**src/rtl/cfgl_pkg.sv**
```systemverilog
package cfgl_pkg;
  localparam int unsigned CFGL_M_W   = 9;
  localparam int unsigned CFGL_N_W   = 3;
  localparam int unsigned CFGL_T_W   = 2;
  localparam int unsigned CFGL_SYNC  = 2;

  typedef enum logic [1:0] {
    TSEL_LOW   = 2'b00,
    TSEL_SHIFT = 2'b01,
    TSEL_FBDIV = 2'b10,
    TSEL_BANKA = 2'b11
  } tsel_e;
endpackage

```
**src/rtl/cfgl_rst_sync.sv**
```systemverilog
module cfgl_rst_sync #(
  parameter int unsigned STAGES = 2
) (
  input  logic clk,
  input  logic arst_n,
  output logic rst_n_o
);
  logic [STAGES-1:0] chain_q;

  always_ff @(posedge clk or negedge arst_n) begin
    if (!arst_n) chain_q <= '0;
    else         chain_q <= {chain_q[STAGES-2:0], 1'b1};
  end

  assign rst_n_o = chain_q[STAGES-1];
endmodule

```
**src/rtl/cfgl_sync.sv**
```systemverilog
module cfgl_sync #(
  parameter int unsigned W      = 1,
  parameter int unsigned STAGES = 2
) (
  input  logic         clk,
  input  logic         rst_n,
  input  logic [W-1:0] din,
  output logic [W-1:0] dout
);
  logic [W-1:0] pipe_q [STAGES];

  genvar g;
  generate
    for (g = 0; g < STAGES; g++) begin : g_stage
      if (g == 0) begin : g_first
        always_ff @(posedge clk or negedge rst_n) begin
          if (!rst_n) pipe_q[g] <= '0;
          else        pipe_q[g] <= din;
        end
      end else begin : g_rest
        always_ff @(posedge clk or negedge rst_n) begin
          if (!rst_n) pipe_q[g] <= '0;
          else        pipe_q[g] <= pipe_q[g-1];
        end
      end
    end
  endgenerate

  assign dout = pipe_q[STAGES-1];
endmodule

```
**src/rtl/cfgl_edge.sv**
```systemverilog
module cfgl_edge #(
  parameter int unsigned W      = 1,
  parameter int unsigned STAGES = 2
) (
  input  logic         clk,
  input  logic         rst_n,
  input  logic [W-1:0] din,
  output logic [W-1:0] rise
);
  localparam int unsigned WARM = STAGES + 1;
  localparam int unsigned CW   = $clog2(WARM + 1);

  logic [W-1:0]  prev_q;
  logic [CW-1:0] warm_q, warm_d;
  logic          primed;

  assign primed = (warm_q == CW'(WARM));

  always_comb begin
    warm_d = warm_q;
    if (!primed) warm_d = warm_q + CW'(1);
  end

  always_ff @(posedge clk or negedge rst_n) begin
    if (!rst_n) begin
      prev_q <= '0;
      warm_q <= '0;
    end else begin
      prev_q <= din;
      warm_q <= warm_d;
    end
  end

  assign rise = primed ? (din & ~prev_q) : '0;
endmodule

```
**src/rtl/cfgl_shifter.sv**
```systemverilog
module cfgl_shifter #(
  parameter int unsigned FRAME_W = 17
) (
  input  logic               clk,
  input  logic               rst_n,
  input  logic               shift_en,
  input  logic               din,
  output logic [FRAME_W-1:0] sr_q,
  output logic [FRAME_W-1:0] sr_next
);
  always_comb begin
    sr_next = sr_q;
    if (shift_en) sr_next = {sr_q[FRAME_W-2:0], din};
  end

  always_ff @(posedge clk or negedge rst_n) begin
    if (!rst_n) sr_q <= '0;
    else        sr_q <= sr_next;
  end
endmodule

```
**src/rtl/cfgl_word_reg.sv**
```systemverilog
module cfgl_word_reg #(
  parameter int unsigned FRAME_W = 17,
  parameter int unsigned MNN_W   = 15
) (
  input  logic               clk,
  input  logic               rst_n,
  input  logic [MNN_W-1:0]   pins_mnn,
  input  logic               par_low,
  input  logic               par_rise,
  input  logic               ld_level,
  input  logic               ld_rise,
  input  logic               shift_evt,
  input  logic [FRAME_W-1:0] sr_q,
  input  logic [FRAME_W-1:0] sr_next,
  output logic [FRAME_W-1:0] word_q,
  output logic               follow_q
);
  logic [FRAME_W-1:0] word_d;
  logic               follow_d;
  logic               pass_thru;

  assign pass_thru = ld_level & shift_evt;

  always_comb begin
    word_d   = word_q;
    follow_d = follow_q;
    if (par_low) begin
      word_d[MNN_W-1:0] = pins_mnn;
    end else if (pass_thru) begin
      word_d   = sr_next;
      follow_d = 1'b0;
    end else if (ld_rise) begin
      word_d   = sr_q;
      follow_d = 1'b0;
    end else if (par_rise) begin
      word_d[MNN_W-1:0] = pins_mnn;
      follow_d          = 1'b0;
    end else if (follow_q) begin
      word_d[MNN_W-1:0] = pins_mnn;
    end
  end

  always_ff @(posedge clk or negedge rst_n) begin
    if (!rst_n) begin
      word_q   <= '0;
      follow_q <= 1'b1;
    end else begin
      word_q   <= word_d;
      follow_q <= follow_d;
    end
  end
endmodule

```
**src/rtl/cfgl_test_mux.sv**
```systemverilog
module cfgl_test_mux (
  input  logic [1:0] tsel,
  input  logic       force_low,
  input  logic       sr_head,
  input  logic       fbdiv,
  input  logic       banka,
  output logic       test_o
);
  import cfgl_pkg::*;

  always_comb begin
    unique case (tsel_e'(tsel))
      TSEL_LOW:   test_o = 1'b0;
      TSEL_SHIFT: test_o = sr_head;
      TSEL_FBDIV: test_o = fbdiv;
      TSEL_BANKA: test_o = banka;
      default:    test_o = 1'b0;
    endcase
    if (force_low) test_o = 1'b0;
  end
endmodule

```
**src/rtl/synth_cfg_loader.sv**
```systemverilog
module synth_cfg_loader #(
  parameter int unsigned M_W         = cfgl_pkg::CFGL_M_W,
  parameter int unsigned N_W         = cfgl_pkg::CFGL_N_W,
  parameter int unsigned SYNC_STAGES = cfgl_pkg::CFGL_SYNC
) (
  input  logic           clk,
  input  logic           arst_n,
  input  logic [M_W-1:0] pin_m,
  input  logic [N_W-1:0] pin_na,
  input  logic [N_W-1:0] pin_nb,
  input  logic           pload_n,
  input  logic           sclk,
  input  logic           sdat,
  input  logic           sload,
  input  logic           mreset,
  input  logic           fbdiv_in,
  input  logic           banka_clk,
  output logic [M_W-1:0] cfg_m,
  output logic [N_W-1:0] cfg_na,
  output logic [N_W-1:0] cfg_nb,
  output logic [1:0]     cfg_t,
  output logic           test_out
);
  localparam int unsigned T_W     = cfgl_pkg::CFGL_T_W;
  localparam int unsigned MNN_W   = M_W + 2 * N_W;
  localparam int unsigned FRAME_W = T_W + MNN_W;

  logic               rst_n_s;
  logic               par_s, sclk_s, ld_s, dat_s;
  logic               par_rise, sclk_rise, ld_rise;
  logic               shift_evt;
  logic [FRAME_W-1:0] sr_q, sr_next, word_q;
  logic               follow_q;
  logic [MNN_W-1:0]   pins_mnn;

  cfgl_rst_sync #(.STAGES(SYNC_STAGES)) u_rst (
    .clk(clk), .arst_n(arst_n), .rst_n_o(rst_n_s)
  );

  cfgl_sync #(.W(4), .STAGES(SYNC_STAGES)) u_sync (
    .clk(clk), .rst_n(rst_n_s),
    .din({pload_n, sclk, sload, sdat}),
    .dout({par_s, sclk_s, ld_s, dat_s})
  );

  cfgl_edge #(.W(3), .STAGES(SYNC_STAGES)) u_edge (
    .clk(clk), .rst_n(rst_n_s),
    .din({par_s, sclk_s, ld_s}),
    .rise({par_rise, sclk_rise, ld_rise})
  );

  assign shift_evt = sclk_rise & par_s;
  assign pins_mnn  = {pin_nb, pin_na, pin_m};

  cfgl_shifter #(.FRAME_W(FRAME_W)) u_shift (
    .clk(clk), .rst_n(rst_n_s), .shift_en(shift_evt), .din(dat_s),
    .sr_q(sr_q), .sr_next(sr_next)
  );

  cfgl_word_reg #(.FRAME_W(FRAME_W), .MNN_W(MNN_W)) u_word (
    .clk(clk), .rst_n(rst_n_s), .pins_mnn(pins_mnn),
    .par_low(~par_s), .par_rise(par_rise), .ld_level(ld_s),
    .ld_rise(ld_rise), .shift_evt(shift_evt),
    .sr_q(sr_q), .sr_next(sr_next),
    .word_q(word_q), .follow_q(follow_q)
  );

  cfgl_test_mux u_tmux (
    .tsel(word_q[FRAME_W-1 -: T_W]),
    .force_low(~par_s | mreset),
    .sr_head(sr_q[FRAME_W-1]),
    .fbdiv(fbdiv_in),
    .banka(banka_clk),
    .test_o(test_out)
  );

  assign cfg_m  = word_q[M_W-1:0];
  assign cfg_na = word_q[M_W +: N_W];
  assign cfg_nb = word_q[M_W+N_W +: N_W];
  assign cfg_t  = word_q[FRAME_W-1 -: T_W];
endmodule

```
**config.mk**
```make
export PLATFORM = sky130hd
export DESIGN_NAME = synth_cfg_loader
export DESIGN_NICKNAME = d
export VERILOG_FILES = /design/src/rtl/cfgl_pkg.sv /design/src/rtl/cfgl_rst_sync.sv /design/src/rtl/cfgl_sync.sv /design/src/rtl/cfgl_edge.sv /design/src/rtl/cfgl_shifter.sv /design/src/rtl/cfgl_word_reg.sv /design/src/rtl/cfgl_test_mux.sv /design/src/rtl/synth_cfg_loader.sv
export SDC_FILE = /design/constraint.sdc
export NUM_CORES = 1
export LEC_CHECK = 0
export ABC_CLOCK_PERIOD_IN_PS = 1850
export BUFFER_PORTS_ARGS = -buffer_cell sky130_fd_sc_hd__buf_2
export CORE_MARGIN = 2
export CORE_UTILIZATION = 45
export DETAILED_ROUTE_END_ITERATION = 7
export PLACE_DENSITY_LB_ADDON = 0.12
export SLEW_MARGIN = 20
export SYNTH_ARGS = -nofsm -noshare
export SYNTH_HDL_FRONTEND = slang
export SYNTH_SLANG_ARGS = --single-unit
```
**constraint.sdc**
```tcl
create_clock -name clk -period 1.85 [get_ports clk]
set_input_delay 0.0925 -clock clk [delete_from_list [all_inputs] [get_ports clk]]
set_output_delay 0.0925 -clock clk [all_outputs]
set_load 0.01 [all_outputs]
```
# ---- Yosys cells after proc, flatten, opt, wreduce, memory -nomap -nowiden
# Cells that the tools add are included.
# W data, S select, Z words.
dict set report word_totals {
  register_bits 50
  inputBits 24
  word_cells 39
  output_inout_bits 18
}
dict set report classes {
  eq_ne 5
  bitwise 6
  muxes 13
  n_reduce_logical 5
  n_addsub 1
}
# cell count
set op_table {}
lappend op_table {{$mux W15} 4}
lappend op_table {{$mux W17} 2}
lappend op_table {{$eq A2 B2 Y1 const B} 3}
lappend op_table {{$ne A5 B1 Y1 const B} 1}
lappend op_table {{$mux W1} 4}
lappend op_table {{$pmux W1 S4} 1}
lappend op_table {{$reduce_and A2 Y1} 2}
lappend op_table {{$and A3 B3 Y3} 1}
lappend op_table {{$mux W3} 1}
lappend op_table {{$not A3 Y3} 1}
lappend op_table {{$reduce_bool A3 Y1} 1}
lappend op_table {{$add A2 B1 Y2 const B} 1}
lappend op_table {{$and A1 B1 Y1} 2}
lappend op_table {{$eq A2 B1 Y1 const B} 1}
lappend op_table {{$logic_not A2 Y1} 1}
lappend op_table {{$mux W2} 1}
lappend op_table {{$reduce_bool A2 Y1} 1}
lappend op_table {{$not A1 Y1} 1}
lappend op_table {{$or A1 B1 Y1} 1}

# ---- Depth between registers and ports, before layout
dict set report depth {
  depth_word 7
  ltp_mapped 7
  ltp_nobuf 5
}

# ---- Cells and area by module
# From an unflattened synthesis, not the netlist that was laid out.
dict set report unflattened {
  hier_cells 208
  area_unflattened_um2 2524.9
}
# mod n_inst area_per_inst_um2 cells_per_inst seq_area_each_um2
set by_module_without_submodules {}
lappend by_module_without_submodules {cfgl_word_reg 1 1311.3 139 451.7}
lappend by_module_without_submodules {cfgl_shifter 1 685.7 36 425.4}
lappend by_module_without_submodules {cfgl_sync 1 230.2 12 200.2}
lappend by_module_without_submodules {cfgl_edge 1 200.2 12 125.1}
lappend by_module_without_submodules {cfgl_rst_sync 1 53.8 3 50.0}
lappend by_module_without_submodules {cfgl_test_mux 1 27.5 3 0.0}
lappend by_module_without_submodules {synth_cfg_loader 1 16.3 3 0.0}

# ---- Worst setup path before layout
# No wires, ideal clock.
dict set report synth_path {
  path_kind {reg-to-reg}
  startpoint {reg u_edge.warm_q[0]}
  endpoint {reg u_word.word_q[0]}
  required_ns 1.756
  path_slack_ns 0.093
  path_stages_with_launch 8
  arrival_ns 1.664
  path_cell_list {dfrtp_1 ha_1 nand3b_2 nand4b_4 or2_1 buf_2 buf_6 a221oi_2}
}
dict set report synth_between {
  elab_chain_len 6
  word_cells_on_any_way 10
}
# item line
set synth_lines {}
lappend synth_lines {{start: declaration} cfgl_edge.sv:14} ;# logic [CW-1:0] warm_q, warm_d;
lappend synth_lines {{start signal: assignment} cfgl_edge.sv:30} ;# warm_q <= warm_d;
lappend synth_lines {{$eq A2 B2 Y1 *} cfgl_edge.sv:17} ;# assign primed = (warm_q == CW'(WARM));
lappend synth_lines {{$mux W3 *} cfgl_edge.sv:34} ;# assign rise = primed ? (din & ~prev_q) : '0;
lappend synth_lines {{$mux W15 / $and A1 B1 Y1 (equally long branches)} {cfgl_word_reg.sv:35, synth_cfg_loader.sv:52}}
lappend synth_lines {{$mux W15 (tied with other cells)} cfgl_word_reg.sv:32} ;# end else if (ld_rise) begin
lappend synth_lines {{$mux W17} cfgl_word_reg.sv:29} ;# end else if (pass_thru) begin
lappend synth_lines {{$mux W15} cfgl_word_reg.sv:27} ;# if (par_low) begin
lappend synth_lines {{end signal: assignment} cfgl_word_reg.sv:48} ;# word_q <= word_d;
lappend synth_lines {{end: declaration} cfgl_word_reg.sv:15} ;# output logic [FRAME_W-1:0] word_q,
# Every way passes the cells marked *; elsewhere a longest branch is shown, timed or not.
# A chain may end at the register's enable or synchronous reset.

# ---- Worst setup path in the final report
dict set report layout_path {
  startpoint {reg u_edge.warm_q[0]}
  endpoint {reg u_word.word_q[6]}
}
# The elaborated chain is that of the path after synthesis.

==> results.sh <==
export IMPL_status="complete, no violations"
export IMPL_post_route_min_period_ns=1.72
export IMPL_final_setup_tns_ns=0
export IMPL_vias=1651
export IMPL_synth_warnings=0
export IMPL_drtIter0Drc=95
export IMPL_clkTransAtPathRegs_ns=0.09
export IMPL_clock_skew_final_ns=0.0128
export IMPL_crit_type="flip-flop to flip-flop"
export IMPL_finalMaxSlewViolations=0
export IMPL_hold_class="input pin to flip-flop"
export IMPL_port_buffers=41
export IMPL_antenna_found_initial=0
export IMPL_critPathSlowestCell="dfrtp_1"
export IMPL_fmax_mhz=581
export IMPL_power_leakage_uw=0.00121
export IMPL_hpwl_mm=3.37
export IMPL_routed_wl_mm=5.07
export IMPL_numCtsBuffers=5
export IMPL_route_detailed_drc=0
export IMPL_yosysUniqueCellTypes=33
export IMPL_final_cell_mix="dfrtp_1 (48), buf_2 (41), mux2_2 (19)"
export IMPL_hold_path_depth=3
export IMPL_synth_area_um2=2250
export IMPL_syn_to_final_growth_pct=22.9
export IMPL_drv_cap=0
export IMPL_cts_max_path_buffers=2
export IMPL_grt_usage_pct=19.7
export IMPL_r2r_cells=7
export IMPL_ant_nets=0
export IMPL_nFillCells=400
export IMPL_critical_path_required_ns=2.05
export IMPL_mostFrequentLayoutCell="dfrtp_1"
export IMPL_cts_sinks=50
export IMPL_num_rows=25
export IMPL_die_w_um=74.7
export IMPL_cp_arrival_ns=1.92
export IMPL_setup_violations_final=0
export IMPL_vias_per_cell=5.45
export IMPL_yosysSeqAreaShare_pct=55.6
export IMPL_syn_avg_cell_area_um2=12.3
export IMPL_grt_pass1_vias=1691
export IMPL_cp_max_fo=15
export IMPL_final_core_util_pct=57.8
export IMPL_dieArea_um2=5590
export IMPL_rsz0062_at_grt="no"
export IMPL_post_route_period_util_pct=93.0
export IMPL_core_area_um2=4790
export IMPL_grt_max_degree=37
export IMPL_netlist_instances=183
export IMPL_worstSetupStartpointType="flip-flop"
export IMPL_avgRoutedWirePerCell_um=16.7
export IMPL_final_nets=260
export IMPL_initial_core_util_pct=47.1
export IMPL_path_cells="ha_4, buf_4, nand3b_2, nand4b_4, or2_1, buf_6, a221oi_1"
export IMPL_gp_congestion=0.782
export IMPL_drt_pass1_iterations=4
export IMPL_htreeDepth=2
export IMPL_insertion_delay_ns=0.30
export IMPL_ys_ff_latch=50
export IMPL_drive_gt1_share_pct=41.9
export IMPL_power_density_nw_per_um2=848
export IMPL_cts_root_buf="clkbuf_8"
export IMPL_syn_nets=208
export IMPL_diodes=0
export IMPL_slowest_delay_ns=0.42
export IMPL_tritoncts="built"
export IMPL_io_pins=42
export IMPL_die_y_um=74.7
export IMPL_ir_drop_v=0.000596
export IMPL_end_kind="flip-flop"
export IMPL_grt_pass1_wl_mm=8.16
export IMPL_hold_viol=0
export IMPL_grt_overflow=0
worst max-delay path, delay by kind of cell (launching register included):
kind	cells	cell delay (ns)
adder cells (fa/ha/maj)	1	0.19
flip-flops	1	0.42
AND/OR/NAND/NOR	3	0.43
AO/OA/AOI/OAI	1	0.27
buffers and inverters	2	0.32
path summary, 6_finish.rpt:
check	startpoint	slack (ns)	to
worst max-delay path	u_edge.warm_q[0]$_DFFE_PN0P_	0.13	u_word.word_q[6]$_DFFE_PN0P_
worst min-delay path	pin_nb[1]	0.05	u_word.word_q[13]$_DFFE_PN0P_
worst max register to register	u_edge.warm_q[0]$_DFFE_PN0P_	0.13	u_word.word_q[6]$_DFFE_PN0P_
worst min register to register	u_rst.chain_q[1]$_DFF_PN0_	0.15	u_shift.sr_q[11]$_DFF_PN0_
max in group asynchronous	u_rst.chain_q[1]$_DFF_PN0_	1.14	u_word.follow_q$_DFFE_PN1P_
min in group asynchronous	arst_n	0.10	u_rst.chain_q[0]$_DFF_PN0_
per-stage QoR:
stage / power [µW] / instance area, µm² / instances / setup slack [ns] / hold WS (ns)
after floorplan: 1580 / 2250 / 183 / 0.0926 / -0.203
after global placement: 1720 / 2580 / 288 / 0.0588 / -0.123
after detailed placement: 1750 / 2580 / 288 / -0.0262 / -0.119
after CTS: 2360 / 2710 / 301 / 0.0290 / 0.0440
after global routing: 2470 / 2770 / 303 / 0.0186 / 0.0630
final: 2350 / 2770 / 303 / 0.129 / 0.0469
where the power goes:
| group | internal [µW] | switching, µW |
|---|---|---|
| clock | 269 | 329 |
| combinational | 209 | 196 |
| sequential | 1230 | 118 |
per-layer routing:
metal	part of all wire, %	vias up	routed length (µm)	GRT usage (%)
met4	1.8	0	93	7.74
met1	45	813	2290	26.3
met2	48	47	2440	31.7
met3	5.0	7	251	4.42
met5	0	-	0	0
li1	-	784	-	-
state kept, by name, indices dropped and copies added (netlist names):
| name | cells |
|---|---|
| u_shift.sr_q | 17 |
| u_edge.prev_q | 3 |
| u_word.follow_q | 1 |
| u_sync.pipe_q | 4 |
| u_rst.chain_q | 2 |
| u_word.word_q | 17 |
| u_sync.dout | 4 |
| u_edge.warm_q | 2 |
Yosys cell counts, drive strengths merged:
cell	number	area, µm²
dfrtp	49	1230
mux2	19	214
nor2	17	66.3
a221oi	14	179
nor3	14	70.1
o31ai	14	105
or3	14	87.6
buf	9	55.0
clkbuf	5	18.8
nand2	4	15.0
mux2i	3	30.0
o21ai	3	15.0
a21oi	2	13.8
nand2b	2	12.5
or2	2	12.5
a21o	1	7.51
conb	1	3.75
dfstp	1	26.3
ha	1	12.5
inv	1	3.75
nand3	1	10.0
nand3b	1	11.3
nand4b	1	23.8
nor3b	1	7.51
o211ai	1	7.51
o221ai	1	8.76
xnor2	1	8.76
timing repair:
item,4_1_cts,5_1_grt
buffers inserted,0,1
setup endpoints to repair,19,14
cloned,0,1
resized for setup,2,9
hold endpoints to repair,6,0
hold buffers,5,0
area by class of cell:
type / count / area, µm² / area share, %
Clock buffer: 8 / 80.1 / 2.89
Sequential cell: 50 / 1250 / 45.3
Multi-Input combinational cell: 118 / 961 / 34.7
Tap cell: 67 / 83.8 / 3.03
Inverter: 1 / 3.75 / 0.136
Timing Repair Buffer: 59 / 385 / 13.9
logic make-up after synthesis:
group                    count (synthesis)  synth area share [%]
adder cells (fa/ha/maj)                  1                 0.555
XOR/XNOR                                 1                 0.389
AND/OR/NAND/NOR                         57                  14.1
buffers and inverters                   15                  3.44
AO/OA/AOI/OAI                           36                  14.9
multiplexers                            22                  10.8
other                                    1                 0.167
flip-flops                              50                  55.6
Note: power is estimated with default switching activity, not from simulation.
